**config.mk**
```make
export PLATFORM = sky130hd
export DESIGN_NAME = wh_input_port
export DESIGN_NICKNAME = d
export VERILOG_FILES = /design/src/rtl/wh_input_port.sv
export SDC_FILE = /design/constraint.sdc
export NUM_CORES = 1
export LEC_CHECK = 0
export ABC_AREA = 1
export BUFFER_PORTS_ARGS = -buffer_cell sky130_fd_sc_hd__buf_2
export CAP_MARGIN = 10
export CORE_MARGIN = 2
export CORE_UTILIZATION = 40
export DETAILED_ROUTE_END_ITERATION = 10
export SKIP_CTS_REPAIR_TIMING = 1
export SLEW_MARGIN = 20
export SYNTH_ARGS = -nofsm -noshare
export SYNTH_HDL_FRONTEND = slang
export SYNTH_SLANG_ARGS = --single-unit
```
**constraint.sdc**
```tcl
create_clock -name clk -period 2.2 [get_ports clk]
set_clock_uncertainty 0.05 [all_clocks]
set_input_delay 0.22 -clock clk [delete_from_list [all_inputs] [get_ports clk]]
set_output_delay 0.22 -clock clk [all_outputs]
set_load 0.005 [all_outputs]
```
**src/rtl/wh_input_port.sv**
```systemverilog
module wh_input_port #(
  parameter int COORD_W   = 2,
  parameter int PAYLOAD_W = 8,
  parameter int DEPTH     = 4,
  parameter bit ATOMIC    = 1'b0,
  parameter int MY_X      = 1,
  parameter int MY_Y      = 1
) (
  input  logic                 clk,
  input  logic                 rst_n,
  input  logic                 in_valid,
  input  logic [PAYLOAD_W+1:0] in_flit,
  output logic                 in_ready,
  output logic                 credit_out,
  output logic                 sw_req,
  output logic [2:0]           sw_req_port,
  input  logic                 sw_grant,
  output logic                 xbar_valid,
  output logic [PAYLOAD_W+1:0] xbar_flit,
  output logic [2:0]           xbar_port,
  output logic                 link_valid,
  output logic [PAYLOAD_W+1:0] link_flit,
  output logic [2:0]           link_port
);
  localparam int FLIT_W = PAYLOAD_W + 2;
  localparam int PTR_W  = (DEPTH > 1) ? $clog2(DEPTH) : 1;
  localparam int CNT_W  = $clog2(DEPTH + 1);
  localparam logic [1:0] T_HEAD = 2'b00, T_TAIL = 2'b10, T_SOLO = 2'b11;
  localparam logic [2:0] P_LOCAL = 3'd0, P_EAST = 3'd1, P_WEST = 3'd2,
                         P_NORTH = 3'd3, P_SOUTH = 3'd4;

  logic [FLIT_W-1:0] mem [DEPTH];
  logic [PTR_W-1:0]  rd_ptr, wr_ptr;
  logic [CNT_W-1:0]  count;
  logic              route_vld, locked;
  logic [2:0]        route_port, rc_port;

  wire [FLIT_W-1:0] front      = mem[rd_ptr];
  wire [1:0]        front_type = front[FLIT_W-1 -: 2];
  wire [1:0]        in_type    = in_flit[FLIT_W-1 -: 2];
  wire              front_vld  = count != '0;
  wire              front_start = front_type == T_HEAD || front_type == T_SOLO;
  wire              front_end   = front_type == T_TAIL || front_type == T_SOLO;
  wire              in_end      = in_type == T_TAIL || in_type == T_SOLO;
  wire              full        = count == CNT_W'(DEPTH);
  wire [COORD_W-1:0] dst_x = front[COORD_W-1:0];
  wire [COORD_W-1:0] dst_y = front[2*COORD_W-1:COORD_W];

  assign in_ready    = !full && !(ATOMIC && locked && front_vld);
  wire   wr          = in_valid && in_ready;
  assign sw_req      = front_vld && route_vld;
  assign sw_req_port = route_port;
  wire   deq         = sw_req && sw_grant;
  wire   do_rc       = front_vld && front_start && !route_vld;

  assign xbar_valid = deq;
  assign xbar_flit  = front;
  assign xbar_port  = route_port;
  assign credit_out = deq;

  always_comb begin
    if (int'(dst_x) > MY_X)      rc_port = P_EAST;
    else if (int'(dst_x) < MY_X) rc_port = P_WEST;
    else if (int'(dst_y) > MY_Y) rc_port = P_NORTH;
    else if (int'(dst_y) < MY_Y) rc_port = P_SOUTH;
    else                         rc_port = P_LOCAL;
  end

  always_ff @(posedge clk) begin
    if (wr) mem[wr_ptr] <= in_flit;
  end

  always_ff @(posedge clk) begin
    if (!rst_n) begin
      rd_ptr <= '0;
      wr_ptr <= '0;
      count  <= '0;
    end else begin
      if (wr)  wr_ptr <= (wr_ptr == PTR_W'(DEPTH-1)) ? '0 : wr_ptr + 1'b1;
      if (deq) rd_ptr <= (rd_ptr == PTR_W'(DEPTH-1)) ? '0 : rd_ptr + 1'b1;
      case ({wr, deq})
        2'b10:   count <= count + 1'b1;
        2'b01:   count <= count - 1'b1;
        default: count <= count;
      endcase
    end
  end

  always_ff @(posedge clk) begin
    if (!rst_n) begin
      route_vld  <= 1'b0;
      route_port <= P_LOCAL;
    end else if (deq && front_end) begin
      route_vld  <= 1'b0;
    end else if (do_rc) begin
      route_vld  <= 1'b1;
      route_port <= rc_port;
    end
  end

  always_ff @(posedge clk) begin
    if (!rst_n)             locked <= 1'b0;
    else if (wr && in_end)  locked <= 1'b1;
    else if (!front_vld)    locked <= 1'b0;
  end

  always_ff @(posedge clk) begin
    if (!rst_n) begin
      link_valid <= 1'b0;
      link_flit  <= '0;
      link_port  <= P_LOCAL;
    end else begin
      link_valid <= deq;
      if (deq) begin
        link_flit <= front;
        link_port <= route_port;
      end
    end
  end

  assert_req_held_R4: assert property (@(posedge clk) disable iff (!rst_n)
    sw_req && !sw_grant |=> sw_req && $stable(sw_req_port));

  assert_link_follows_R6: assert property (@(posedge clk) disable iff (!rst_n)
    xbar_valid |=> link_valid && link_flit == $past(xbar_flit) && link_port == $past(xbar_port));

  assert_route_cleared_R8: assert property (@(posedge clk) disable iff (!rst_n)
    xbar_valid && (xbar_flit[FLIT_W-1 -: 2] == T_TAIL || xbar_flit[FLIT_W-1 -: 2] == T_SOLO)
    |=> !sw_req);

  assert_atomic_lock_R10: assert property (@(posedge clk) disable iff (!rst_n)
    ATOMIC && in_valid && in_ready && in_end |=> !in_ready);

  assert_no_overflow_R9: assert property (@(posedge clk) disable iff (!rst_n)
    count <= CNT_W'(DEPTH));
endmodule

```
==> impl_metrics.py <==
metrics = {
    "finish": {
        "antenna_cells": 0,
        "nets": 335,
        "drive_gt1_share_pct": 30.6,
        "synthToLayoutAreaGrowth_pct": 20.7,
        "layout_common_cells": "buf_2, edfxtp_1, nand2_1",
        "stdcell_count": 397,
        "multi_input_area_um2": 842,
        "final_area_um2": 3360,
        "n_fill_cell": 640,
        "layout_commonest_cell": "buf_2",
        "ff_latch_area_um2": 1740,
    },
    "critical_path": {
        "cp.arrival_ns": 2.08,
        "crit_fanout": 4,
        "r2r-end": "count[2]",
        "worstRegToRegCells": 11,
        "r2r_slack_ns": 0.30,
        "crit_type": "register to register",
        "critPathLaunchType": "register",
        "r2r-start": "count[1]",
        "cp-end-kind": "register",
        "required_ns": 2.38,
    },
    "floorplanning": {
        "core_um2": 6760,
        "pin_count": 48,
        "fp.dieH_um": 87.5,
        "start_util_pct": 41.3,
        "rows": 30,
        "die_width_um": 87.5,
        "dieArea_um2": 7650,
    },
    "sta": {
        "timing.fmax_mhz": 526,
        "hold_violations": 0,
        "whs_ns": 0.0345,
        "slew_violations": 0,
        "finalCriticalPeriod_ns": 1.90,
        "fin_crit_sh_pct": 86.5,
        "worst_pin_slew_ns": 0.311,
        "grt_setup_unrepaired": "false",
        "slew-limit-headroom_pct": 79.2,
        "finalSetupViolCount": 0,
        "finalSetupTns_ns": 0,
    },
    "detailed_routing": {
        "ant_nets": 0,
        "vias_per_cell": 4.90,
        "drcViolationCount": 0,
        "drtPass1Iterations": 4,
        "vias": 1947,
        "finalWirelength_mm": 5.60,
        "drt_iter0_drc": 75,
        "wire_per_inst_um": 14.1,
    },
    "clock_network": {
        "cts_buffers": 9,
        "clkSlewWorstSetupHoldPaths_ns": 0.08,
        "insertion_delay_ns": 0.34,
        "clock-root-buffer": "clkbuf_8",
        "clock_path_buffers": 2,
        "cts_tree": "built",
        "cts_sinks": 67,
        "htreeDepth": 3,
    },
    "global_routing": {
        "grt_overflow": 0,
        "grt_pass1_vias": 1789,
        "antenna_found_initial": 0,
        "grt_max_degree": 23,
        "grt_pass1_wl_mm": 8.93,
        "grt.total_usage_pct": 16.1,
    },
    "min_path": {
        "hold_path.class": "input port to register",
        "min_to": "mem[3][5]",
        "hold_path_depth": 1,
        "hp-start": "in_flit[5]",
    },
    "synth": {
        "syn_area_um2": 2790,
        "synth.distinct_cells": 28,
        "synth_nets": 276,
        "yosys_warnings": 0,
        "synth_top_cell_by_area": "edfxtp_1",
        "synth.ff_latch_count": 67,
        "ys_seq_area_share_pct": 62.5,
        "netlist_top_cells_area": "edfxtp_1, dfxtp_1, nand2_1",
        "synth_top_area_share_pct": 43.1,
        "syn_area_per_cell_um2": 11.0,
        "syn_inst": 253,
    },
    "placement": {
        "io_buffers": 47,
        "placed_area_um2": 3130,
        "gp_congestion": 0.714,
        "dp_cells": 381,
        "hpwl_mm": 3.94,
    },
    "power_and_ir_drop": {
        "leakage_nw": 1.43,
        "p_per_area_nw_per_um2": 871,
        "ir_drop_uv": 454,
    },
    "job": {
        "maxCapViolCount": 0,
    },
    "run_status": {
        "outcome": "finished, final reports clean",
    },
}
-- power by group --
group | switching (mW) | internal [mW] | leakage, nW | total (mW)
Combinational | 0.186 | 0.117 | 0.730 | 0.303
Sequential | 0.0284 | 1.40 | 0.587 | 1.43
Clock | 0.456 | 0.745 | 0.112 | 1.20
-- routing by layer --
layer  global-route usage [%]  vias up  share of wire, %
met1                     20.7      906                46
met2                     24.6       58                46
li1                         -      972                 -
met4                     9.23        0               2.7
met5                        0        -                 0
met3                     3.98       11               5.4
-- sequential cells by signal, indices dropped and copies added, names as in the netlist, named ones only --
| signal | count |
|---|---|
| link_port | 3 |
| link_flit | 10 |
| sw_req_port | 3 |
| mem | 40 |
| wr_ptr | 2 |
| rd_ptr | 2 |
| count | 3 |
| route_vld | 1 |
| link_valid | 1 |
-- final cells by class --
type	instances	area share, %
clock inverter	6	3.12
inverter	27	3.42
timing repair buffer	60	9.89
clock buffer	10	3.79
tap	80	2.98
multi-input combinational	147	25.0
sequential	67	51.8
-- through the flow --
stage | util, % | worst slack, ns | total power, mW
6_report | 49.8 | 0.297 | 2.93
2_1_floorplan | - | 0.298 | 1.64
3_3_place_gp | 46.4 | 0.386 | 1.76
4_1_cts | 49.8 | 0.309 | 2.97
5_1_grt | 49.8 | 0.0988 | 3.06
3_5_place_dp | 46.4 | 0.334 | 1.76
-- how the worst max path moves through the flow --
stage,from,end,depth (start not counted)
after global placement,count[1],count[2],11
after global routing,count[1],count[2],11
after CTS,count[1],count[2],11
final,count[1],count[2],11
after floorplan,count[1],count[2],12
after detailed placement,count[1],count[2],11
-- cells by family (layout without fill, tap and decap cells) --
family	count (synthesis)	count (layout)	synth area share, %
fa+ha+maj	9	9	4.31
compound gates	56	56	11.9
flops	67	67	62.5
buf+inv	39	103	7.32
simple gates	82	82	14.0
-- cells in the mapped netlist --
cell type and count:
ha_1 8, edfxtp_1 40, nand2_2 2, o21a_1 1, fa_1 1, o21ai_0 19
dfxtp_1 27, inv_2 5, buf_2 2, buf_1 1, buf_4 7, bufinv_8 1
clkinv_1 1, o21ai_1 9, a211oi_1 1, o22ai_2 5, nand2_1 34, a31oi_1 1
buf_6 2, nor2_1 28, a21oi_1 18, inv_1 20, nand2_4 2, nor2_4 1
a21oi_2 1, nand3_2 7, nand3_1 8, o211a_1 1
-- worst max-delay path, cell delays in order, from the launching register on --
cell,delay [ns]
dfxtp_1,0.35
inv_2,0.07
nand3_2,0.10
nand3_2,0.08
inv_2,0.06
ha_1,0.14
inv_1,0.07
fa_1,0.37
a21oi_1,0.15
o21ai_0,0.12
o21ai_0,0.17
a21oi_1,0.06
Note: power is estimated with default switching activity, not from simulation.
